===== config.mk =====
export PLATFORM = sky130hd
export DESIGN_NAME = irq_vector_responder
export DESIGN_NICKNAME = d
export VERILOG_FILES = /design/src/rtl/irq_vector_pkg.sv /design/src/rtl/irq_ack_sequencer.sv /design/src/rtl/irq_edge_latch.sv /design/src/rtl/irq_vector_capture.sv /design/src/rtl/irq_vector_responder.sv
export SDC_FILE = /design/constraint.sdc
export NUM_CORES = 1
export LEC_CHECK = 0
export BUFFER_PORTS_ARGS = -buffer_cell sky130_fd_sc_hd__buf_2
export CORE_AREA = 3 3 40 42
export CTS_CLUSTER_SIZE = 12
export DETAILED_ROUTE_END_ITERATION = 8
export DIE_AREA = 0 0 43 45
export PLACE_DENSITY = 0.75
export SLEW_MARGIN = 5
export SYNTH_ARGS = -nofsm -noshare
export SYNTH_HDL_FRONTEND = slang
export SYNTH_SLANG_ARGS = --single-unit

===== constraint.sdc =====
create_clock -name clk_i -period 1.95 [get_ports clk_i]
set_input_delay 0.2925 -clock clk_i [delete_from_list [all_inputs] [get_ports clk_i]]
set_output_delay 0.2925 -clock clk_i [all_outputs]
set_load 0.03 [all_outputs]

===== src/rtl/irq_vector_pkg.sv =====
package irq_vector_pkg;
  localparam int unsigned NUM_LINES = 7;
  localparam int unsigned VEC_W     = 8;
  typedef logic [VEC_W-1:0] vec_t;
endpackage


===== src/rtl/irq_ack_sequencer.sv =====
module irq_ack_sequencer (
  input  logic clk_i,
  input  logic rst_ni,
  input  logic inta_n_i,
  output logic first_fire_o,
  output logic release_o,
  output logic busy_o,
  output logic drive_o
);
  logic inta_prev_q, phase_q, sec_q;
  logic fall;

  assign fall         = inta_prev_q & ~inta_n_i;
  assign first_fire_o = fall & ~phase_q;
  assign release_o    = sec_q & inta_n_i;
  assign busy_o       = phase_q | sec_q;
  assign drive_o      = sec_q;

  always_ff @(posedge clk_i or negedge rst_ni) begin
    if (!rst_ni) begin
      inta_prev_q <= 1'b1;
      phase_q     <= 1'b0;
      sec_q       <= 1'b0;
    end else begin
      inta_prev_q <= inta_n_i;
      if (fall) phase_q <= ~phase_q;
      if (fall && phase_q) sec_q <= 1'b1;
      else if (inta_n_i)   sec_q <= 1'b0;
    end
  end


  oe_after_inta_chk: assert property (@(posedge clk_i) disable iff (!rst_ni)
    sec_q |-> !$past(inta_n_i));

  ack_phase_excl_chk: assert property (@(posedge clk_i) disable iff (!rst_ni)
    $onehot0({phase_q, sec_q}));
endmodule


===== src/rtl/irq_edge_latch.sv =====
module irq_edge_latch
  import irq_vector_pkg::*;
(
  input  logic                 clk_i,
  input  logic                 rst_ni,
  input  logic [NUM_LINES-1:0] irq_n_i,
  input  logic                 first_fire_i,
  input  logic                 release_i,
  input  logic                 ack_busy_i,
  output logic                 pend_o
);
  logic req, req_prev_q, req_rise, pend_q, held_q;

  assign req      = ~&irq_n_i;
  assign req_rise = req & ~req_prev_q;
  assign pend_o   = pend_q;

  always_ff @(posedge clk_i or negedge rst_ni) begin
    if (!rst_ni) begin
      req_prev_q <= 1'b0;
      pend_q     <= 1'b0;
      held_q     <= 1'b0;
    end else begin
      req_prev_q <= req;
      if (first_fire_i) begin
        pend_q <= 1'b0;
        if (req_rise) held_q <= 1'b1;
      end else if (release_i) begin
        pend_q <= held_q | req_rise;
        held_q <= 1'b0;
      end else if (req_rise) begin
        if (pend_q || ack_busy_i) held_q <= 1'b1;
        else                      pend_q <= 1'b1;
      end
    end
  end


  pend_set_src_chk: assert property (@(posedge clk_i) disable iff (!rst_ni)
    (!$past(pend_q) && pend_q) |-> $past(req_rise | held_q));

  requeue_chk: assert property (@(posedge clk_i) disable iff (!rst_ni)
    (release_i && held_q) |=> pend_q);
endmodule


===== src/rtl/irq_vector_capture.sv =====
module irq_vector_capture
  import irq_vector_pkg::*;
(
  input  logic                 clk_i,
  input  logic                 rst_ni,
  input  logic [NUM_LINES-1:0] irq_n_i,
  input  logic                 capture_i,
  input  logic                 drive_i,
  output vec_t                 data_o
);
  vec_t vec_q, vec_d;

  always_comb begin
    vec_d = '1;
    vec_d[NUM_LINES-1:0] = irq_n_i;
  end

  always_ff @(posedge clk_i or negedge rst_ni) begin
    if (!rst_ni)        vec_q <= '0;
    else if (capture_i) vec_q <= vec_d;
  end

  assign data_o = drive_i ? vec_q : '0;


  vec_hold_chk: assert property (@(posedge clk_i) disable iff (!rst_ni)
    (drive_i && $past(drive_i)) |-> $stable(data_o));
endmodule


===== src/rtl/irq_vector_responder.sv =====
module irq_vector_responder
  import irq_vector_pkg::*;
(
  input  logic                 clk_i,
  input  logic                 rst_ni,
  input  logic [NUM_LINES-1:0] irq_n_i,
  input  logic                 inta_n_i,
  output logic                 intr_o,
  output logic [VEC_W-1:0]     data_o,
  output logic                 data_oe_o
);
  logic first_fire, release_ack, ack_busy, drive;

  irq_ack_sequencer u_seq (
    .clk_i, .rst_ni, .inta_n_i,
    .first_fire_o(first_fire), .release_o(release_ack),
    .busy_o(ack_busy), .drive_o(drive)
  );

  irq_edge_latch u_latch (
    .clk_i, .rst_ni, .irq_n_i,
    .first_fire_i(first_fire), .release_i(release_ack),
    .ack_busy_i(ack_busy), .pend_o(intr_o)
  );

  irq_vector_capture u_vec (
    .clk_i, .rst_ni, .irq_n_i,
    .capture_i(first_fire), .drive_i(drive), .data_o(data_o)
  );

  assign data_oe_o = drive;


  ack_clear_chk: assert property (@(posedge clk_i) disable iff (!rst_ni)
    first_fire |=> !intr_o);
endmodule


# After elaboration in Yosys (flattened, before gate mapping)

Index checks and enable logic that the tools add are counted.

Output and inout bits: 10
Flip-flop bits (word level): 14
Word-level logic and storage cells: 40
Bits of input ports: 10

Equality and inequality tests: 2
Reduce and logical (&&, ||, !) cells: 10
Multiplexer cells: 12
Bitwise operators: 9

Operator list:

| cell                                                                     | count |
|---|---|
| 1-bit 2-to-1 mux                                                         | 11 |
| 8-bit 2-to-1 mux                                                         | 1 |
| 7-bit AND reduction                                                      | 1 |
| 3-bit nonzero test                                                       | 2 |
| 1-bit AND                                                                | 4 |
| 2-bit nonzero test                                                       | 2 |
| 3-bit inequality test (second input constant)                            | 1 |
| 1-bit inverter                                                           | 3 |
| 3-bit AND reduction                                                      | 1 |
| 2-bit by 1-bit inequality test with 1-bit output (second input constant) | 1 |
| 1-bit bitwise OR                                                         | 2 |
| 2-bit AND reduction                                                      | 1 |
| 1-bit logical AND                                                        | 1 |
| 1-bit logical NOT                                                        | 1 |
| 1-bit logical OR                                                         | 1 |

# Depth between registers and ports, before layout

Gate-level depths: netlist (run 1).

Depth in word-level cells: 6
Depth in mapped cells: 3
Gate-level depth less buffers: 3

# Modules after synthesis

A second synthesis (run 1) with hierarchy kept.

Cell total of the unflattened synthesis: 48
Area total of the unflattened synthesis: 650.6 um^2

By module, submodules not included:

| module             | sequential area each (um^2) | area an instance (um^2) | instances | cells an instance |
|---|---|---|---|---|
| irq_vector_capture | 200.2                       | 372.9                   | 1         | 25 |
| irq_edge_latch     | 75.1                        | 152.6                   | 1         | 13 |
| irq_ack_sequencer  | 76.3                        | 125.1                   | 1         | 10 |

# Worst setup path before layout (run 1)

OpenSTA, ideal clock, no wires.

Kind: register to output
From: register u_seq.sec_q (netlist: u_seq.drive_o)
To: output data_o[0]
Buffers on the path: 1
Arrival time: 1.119 ns
Path slack: 0.539 ns
Stages on the path, launching flop included: 3
Data required time: 1.657 ns
Cells stage by stage: dfrtp_1 -> clkbuf_1 -> and2_1

Cells in the longest elaborated chain, start to end: 1

Ends and longest elaborated chain:

| what                   | line                      | source |
|---|---|---|
| from (decl)            | irq_ack_sequencer.sv:10   | `logic inta_prev_q, phase_q, sec_q;` |
| from (signal assigned) | irq_ack_sequencer.sv:23   | `sec_q <= 1'b0;` |
| from (signal assigned) | irq_ack_sequencer.sv:27   | `if (fall && phase_q) sec_q <= 1'b1;` |
| from (signal assigned) | irq_ack_sequencer.sv:28   | `else if (inta_n_i) sec_q <= 1'b0;` |
| 8-bit 2-to-1 mux       | irq_vector_capture.sv:23  | `assign data_o = drive_i ? vec_q : '0;` |
| to (decl)              | irq_vector_responder.sv:9 | `output logic [VEC_W-1:0] data_o,` |

No other way between the ends.

# Worst setup path in the final report (run 1)

From: register u_seq.sec_q (netlist: u_seq.drive_o)
To: output data_o[4]

The elaborated chain is that of the path after synthesis.

==> reports/results.md, run 1 <==
• **result of the run** completed
• **maximum clock skew at final layout** 1.56 ps
• **Clock power frac** 0.272
• **total number of H-tree levels** 1
• **Yosys warning count** 0
• **number of antenna violations at the first check in global routing** 0
• **total core area** 1280 um2
• **overall die height** 45 um
• **setup TNS** 0 ps
• **worst-case setup margin in the final layout** 412 ps
• **number of rows created at floorplan** 13
• **Crit path arrival time** 1250 ps
• **category of the worst setup path launch point** register
• **Syn-to-layout area delta** 24.9%
• **post-layout min period** 1540 ps
• **Leak Pwr** 0.383 nW
• **final net count** 86
• **number of buffers added for setup after CTS** 0
• **dpl hpwl** 882 um
• **via density per instance** 5.20
• **Cells after Synth** 52
• **overall via count from detail_route** 468
• **clock latency on the worst-skew pair** 270 ps
• **number of buffer cells added on primary ports** 19
• **die outline area** 1940 um2
• **share of synthesized area occupied by flip-flops and latches** 0.560
• **CTS buffer count** 3
• **max capacitance violation total** 0
• **die width** 43 um
• **transition time of the tightest slew-check pin** 400 ps
• **Setup-failing EPs final** 0
• **maximum number of pins on one net before global-route repair** 16
• **Net Sw Frac** 0.289
• **Syn Nets** 62
• **DR WL/cell** 13.4 um
• **Power per Cell Area** 959 nW/um2
• **antenna diode instance count** 0
• **count of antenna-violating nets left after detailed routing** 0
• **number of flops mapped to enable cells by yosys** 0
• **first-pass GRT wire length** 2.08 mm
• **pre-CTS worst setup slack** 507 ps
• **delay of the slowest cell on the worst path** 590 ps
• **Period Utilization, post-route** 0.788
• **max frequency** 650 MHz
• **Switch Pwr** 217 uW
• **portion of total power attributed to combinational logic** 0.225
• **maximum root-to-sink buffer count** 2
• **cells along the critical path** and2_1 -> buf_2
• **RSZ-0062 raised after global routing** no
• **final weighted congestion in routability-driven placement** 0.716
• **top cells by area in the synthesized netlist** sky130_fd_sc_hd__dfrtp_1 52%, sky130_fd_sc_hd__mux2_2 13%, sky130_fd_sc_hd__and2_1 8.0%
• **post-CTS sizing** 0
• **Fin. Hold Viols** 0
• **crit path capture type** primary output
• **starting density of the core** 0.489
• **initial DRC count** 1
• **top cell type's share of synthesized area** 0.518
• **FFs w/ async S/R, synth** 1.00
• **WP data required** 1660 ps
• **Seq pwr share** 0.503
• **synthesized area per cell** 12.1 um2
• **CTS Root Buffer Type** sky130_fd_sc_hd__clkbuf_4
• **hold bufs inserted after CTS** 1
• **P_int** 535 uW
• **maximum fanout along the worst path** 15
• **Relative slew margins** 0.732
• **IO Pins** 20
• **Cell Area, Synth** 628 um2
• **GRT Residual Overflow** 0
• **slowest cell on the critical path** sky130_fd_sc_hd__dfrtp_1
• **DRC violation count after routing** 0
• **primary flip-flop cell chosen by synthesis mapping** sky130_fd_sc_hd__dfrtp_1
• **clock sink total** 14
• **flip-flop and latch count after synthesis** 14
• **CTS tree** built
• **Pre-Repair DR Iteration Count** 4
• **Max Transition Viols Final** 0
• **overall routed net length** 1.21 mm
• **clk slew on worst S/H paths** 80 ps
• **maximum VDD drop** 0.000432 V
• **kind of critical path** reg2out
• **largest area contributor in the netlist** sky130_fd_sc_hd__dfrtp_1
• **worst min-delay path category** in2reg
• **number of unique standard cell types used by synthesis** 22
• **via count of the first global-routing pass** 512
• **layout cells sized above 1** 0.453
• **gr usage total** 0.144
## synth_stat cells (all sizes together), types with 2 or more instances
| library cell | number |
|---|---|
| a21oi | 2 |
| mux2 | 7 |
| inv | 4 |
| nor2 | 2 |
| and2 | 8 |
| dfrtp | 13 |
| nor3 | 2 |
## critical path, delay by kind of cell (launching register included)
family | cells | cell delay, ps
buf+inv | 1 | 190
flops | 1 | 590
simple gates | 1 | 190
## registers in the layout, indices dropped and copies added (netlist names)
signal and cells:
u_latch.held_q 1, u_latch.pend_o 1, u_latch.req_prev_q 1, u_seq.drive_o 1, u_seq.inta_prev_q 1, u_seq.phase_q 1, u_vec.vec_q 8
## final timing paths
path	startpoint	endpoint	slack, ps	cells after the start
max	u_seq.drive_o$_DFFE_PN0P_	data_o[4]	410	2
min	inta_n_i	u_seq.inta_prev_q$_DFF_PN1_	190	1
max reg2reg	u_seq.inta_prev_q$_DFF_PN1_	u_vec.vec_q[1]$_DFFE_PN0N_	510	3
min reg2reg	u_vec.vec_q[7]$_DFFE_PN0N_	u_vec.vec_q[7]$_DFFE_PN0N_	470	1
max in group asynchronous	rst_ni	u_seq.inta_prev_q$_DFF_PN1_	1230	2
min in group asynchronous	rst_ni	u_latch.pend_o$_DFFE_PN0P_	430	2
## cell type report
class                   instances  area (um2)
inverters                       4        15.0
multi-input cells              33         258
flip-flops and latches         14         352
well taps                      15        18.8
repair buffers                 20         105
clock buffers                   4        36.3
fillers                       115         500
## per-layer routing
| metal | up-vias | GRT usage | share of wire |
|---|---|---|---|
| li1 | 227 | - | - |
| met3 | 0 | 0.0239 | 0.071 |
| met5 | - | 0 | 0 |
| met2 | 16 | 0.237 | 0.45 |
| met1 | 225 | 0.193 | 0.48 |
| met4 | 0 | 0.0542 | 0 |
## layout by cell type (no fill, tap or decap)
| cell type | n |
|---|---|
| sky130_fd_sc_hd__a41o_1 | 1 |
| sky130_fd_sc_hd__inv_1 | 4 |
| sky130_fd_sc_hd__nand4_1 | 1 |
| sky130_fd_sc_hd__nor3b_1 | 1 |
| sky130_fd_sc_hd__or2_2 | 1 |
| sky130_fd_sc_hd__nor2_1 | 2 |
| sky130_fd_sc_hd__o22ai_1 | 1 |
| sky130_fd_sc_hd__clkbuf_4 | 3 |
| sky130_fd_sc_hd__o22a_1 | 1 |
| sky130_fd_sc_hd__o21ai_0 | 1 |
| sky130_fd_sc_hd__dfrtp_1 | 13 |
| sky130_fd_sc_hd__and2_1 | 8 |
| sky130_fd_sc_hd__mux2i_1 | 1 |
| sky130_fd_sc_hd__a221oi_1 | 1 |
| sky130_fd_sc_hd__buf_2 | 19 |
| sky130_fd_sc_hd__nor3_4 | 1 |
| sky130_fd_sc_hd__dfstp_2 | 1 |
| sky130_fd_sc_hd__clkbuf_8 | 1 |
| sky130_fd_sc_hd__dlygate4sd3_1 | 1 |
| sky130_fd_sc_hd__mux2_2 | 7 |
| sky130_fd_sc_hd__a21oi_1 | 2 |
| sky130_fd_sc_hd__nand2b_1 | 1 |
| sky130_fd_sc_hd__and4_4 | 1 |
| sky130_fd_sc_hd__nor3_1 | 1 |
| sky130_fd_sc_hd__nand2_1 | 1 |
## power groups by stage
stage	Sequential [mW]	Clock (mW)	Combinational [mW]
6_report	0.379	0.205	0.169
5_1_grt	0.387	0.231	0.187
4_1_cts	0.379	0.212	0.172
3_5_place_dp	0.384	0	0.170
3_3_place_gp	0.382	0	0.167
2_1_floorplan	0.375	0	0.123
## logic make-up (layout without fill, tap and decap cells)
| group | Yosys count | after routing | share of synthesized area |
|---|---|---|---|
| buffers and inverters | 5 | 28 | 0.0299 |
| and+or+nand+nor | 18 | 18 | 0.191 |
| AOI/OAI and AO/OA | 7 | 7 | 0.0777 |
| DFF | 14 | 14 | 0.560 |
| muxes | 8 | 8 | 0.141 |
## metrics by stage
stage	area, um2	util	std cells	hold WS (ps)	power [mW]
floorplan	628	-	52	-3.09	0.498
global placement	738	0.574	85	203	0.549
detailed placement	738	0.574	85	206	0.554
CTS	785	0.611	90	177	0.763
global route	785	0.611	90	168	0.805
finish	785	0.611	90	187	0.753
Power figures use the tool's default switching activity.
==> run 2: changes to the inputs <==
CORE_AREA = unset   (was 3 3 40 42)
CORE_MARGIN = 3   (was unset)
CORE_UTILIZATION = 47   (was unset)
DIE_AREA = unset   (was 0 0 43 45)
clock period = 1.5 ns   (was 1.95 ns; I/O delays follow)
==> reports/results.md, run 2 (synthesized netlist as in run 1, its figures left out) <==
• **number of buffers added for setup after CTS** 0, unchanged
• **overall routed net length** 1.17 mm, -3.6%
• **number of antenna violations at the first check in global routing** 0, unchanged
• **filler instances** 103, -10%
• **layout cells sized above 1** 0.461, +0.00719
• **largest register by flop count** u_vec.vec_q
• **number of buffer cells added on primary ports** 19, unchanged
• **setup TNS** 0 ps, unchanged
• **clk slew on worst S/H paths** 80 ps, about the same
• **Pre-Repair DR Iteration Count** 4, unchanged
• **Clock power frac** 0.231, -0.041
• **total core area** 1170 um2, -8.9%
• **Setup-failing EPs final** 0, unchanged
• **Net Sw Frac** 0.296, +0.00738
• **DR WL/cell** 12.9 um, -3.6%
• **result of the run** completed
• **crit path capture type** primary output
• **count of antenna-violating nets left after detailed routing** 0, unchanged
• **worst min-delay path category** in2reg
• **P_int** 660 uW, +23%
• **final core utilization** 0.678, +0.0679
• **max FFs per register** 8, unchanged
• **total number of H-tree levels** 1, unchanged
• **maximum VDD drop** 0.000657 V, +52%
• **die width** 42.6 um, -1.0%
• **category of the worst setup path launch point** register
• **GRT Residual Overflow** 0, unchanged
• **area taken by flip-flops and latches** 353 um2, +0.36%
• **max capacitance violation total** 0, unchanged
• **maximum fanout along the worst path** 15, unchanged
• **leading cell type in the layout, fill and taps excluded** sky130_fd_sc_hd__buf_2
• **dpl hpwl** 818 um, -7.2%
• **WP data required** 1270 ps, -390 ps
• **Power per Cell Area** 1180 nW/um2, +23%
• **antenna diode instance count** 0, unchanged
• **number of rows created at floorplan** 12, -1
• **pre-CTS worst setup slack** 152 ps, -355 ps
• **Switch Pwr** 278 uW, +28%
• **area taken by multi-input logic gates** 258 um2, unchanged
• **setup slack of the worst register-to-register path** 140 ps, -370 ps
• **worst-case setup margin in the final layout** 130 ps, -283 ps
• **Fin. Hold Viols** 0, unchanged
• **via density per instance** 5.02, -3.4%
• **portion of total power attributed to combinational logic** 0.247, +0.022
• **CTS buffer count** 3, unchanged
• **starting density of the core** 0.536, +0.0475
• **maximum number of pins on one net before global-route repair** 16, unchanged
• **clock latency on the worst-skew pair** 270 ps, about the same
• **final net count** 87, +1.2%
• **commonest non-fill, non-tap cells in the layout** 19 x sky130_fd_sc_hd__buf_2, 12 x sky130_fd_sc_hd__dfrtp_1, 8 x sky130_fd_sc_hd__and2_1
• **CTS Root Buffer Type** sky130_fd_sc_hd__clkbuf_4
• **via count of the first global-routing pass** 466, -9.0%
• **Max Transition Viols Final** 0, unchanged
• **die outline area** 1810 um2, -6.4%
• **Relative slew margins** 0.791, +0.0591
• **Crit path arrival time** 1150 ps, -100 ps
• **maximum clock skew at final layout** 4.79 ps, +3.23 ps
• **Period Utilization, post-route** 0.913
• **post-layout total power** 938 uW, +25%
• **maximum root-to-sink buffer count** 2, unchanged
• **clock sink total** 14, unchanged
• **RSZ-0062 raised after global routing** no
• **DRC violation count after routing** 0, unchanged
• **Seq pwr share** 0.522, +0.019
• **IO Pins** 20, unchanged
• **post-layout min period** 1370 ps
• **transition time of the tightest slew-check pin** 313 ps, -87.4 ps
• **final weighted congestion in routability-driven placement** 0.761, +6.3%
• **kind of critical path** reg2out
• **initial DRC count** 4, +3
• **overall via count from detail_route** 452, -3.4%
• **Syn-to-layout area delta** 26.5%
• **first-pass GRT wire length** 2.04 mm, -2.3%
• **max frequency** 730 MHz
• **overall die height** 42.6 um, -5.4%
• **gr usage total** 0.150, +0.00615
• **Leak Pwr** 0.384 nW, +0.27%
• **CTS tree** built
==> run 2: cell count changes in the layout (fill, tap and decap cells not counted), sizes merged <==
cell,change
buf,+1
==> run 2: worst paths after layout <==
check	from	to	cells past startpoint
max	u_seq.drive_o$_DFFE_PN0P_	data_o[1]	2
min	inta_n_i	u_seq.inta_prev_q$_DFF_PN1_	1
max reg2reg	u_seq.inta_prev_q$_DFF_PN1_	u_vec.vec_q[4]$_DFFE_PN0N_	4
min reg2reg	u_vec.vec_q[7]$_DFFE_PN0N_	u_vec.vec_q[7]$_DFFE_PN0N_	1
max in group asynchronous	rst_ni	u_seq.inta_prev_q$_DFF_PN1_	2
min in group asynchronous	rst_ni	u_latch.held_q$_DFFE_PN0P_	2
==> run 2: timing repair <==
item / CTS / global route
endpoints found under the hold margin: 13 / 0
hold buffers: 1 / 0
setup endpoints to repair: 1 / 0
resized for setup: 1 / 0
==> run 2: power by group through the flow <==
stage | combinational, mW | clock [mW] | sequential (mW)
finish | 0.232 | 0.216 | 0.490
global route | 0.254 | 0.240 | 0.503
CTS | 0.234 | 0.226 | 0.490
detailed placement | 0.230 | 0 | 0.497
global placement | 0.227 | 0 | 0.495
floorplan | 0.160 | 0 | 0.487
==> run 2: metrics by stage <==
stage               hold slack, ps  area, um2  instances
finish                         114        795         90
global route                   108        795         90
CTS                            104        795         90
detailed placement             132        757         85
global placement               132        757         85
floorplan                    -70.6        628         52
==> run 2: critical path, cell delays in order, from the launching register on <==
cell and delay [ps]:
sky130_fd_sc_hd__dfrtp_2 500, sky130_fd_sc_hd__and2_1 170, sky130_fd_sc_hd__buf_2 200
==> run 2: metal layers <==
layer  global-route usage  part of all wire  vias up
met2                0.234              0.48       11
met1                0.199              0.46      212
li1                     -                 -      227
met3               0.0258             0.046        2
met5                    0                 0        -
met4               0.0745            0.0069        0
==> run 2: area by class of cell <==
class                   instances  area share
flip-flops and latches         14       0.444
inverters                       4      0.0189
repair buffers                 21       0.157
multi-input cells              33       0.324
clock buffers                   4      0.0331
well taps                      14      0.0220
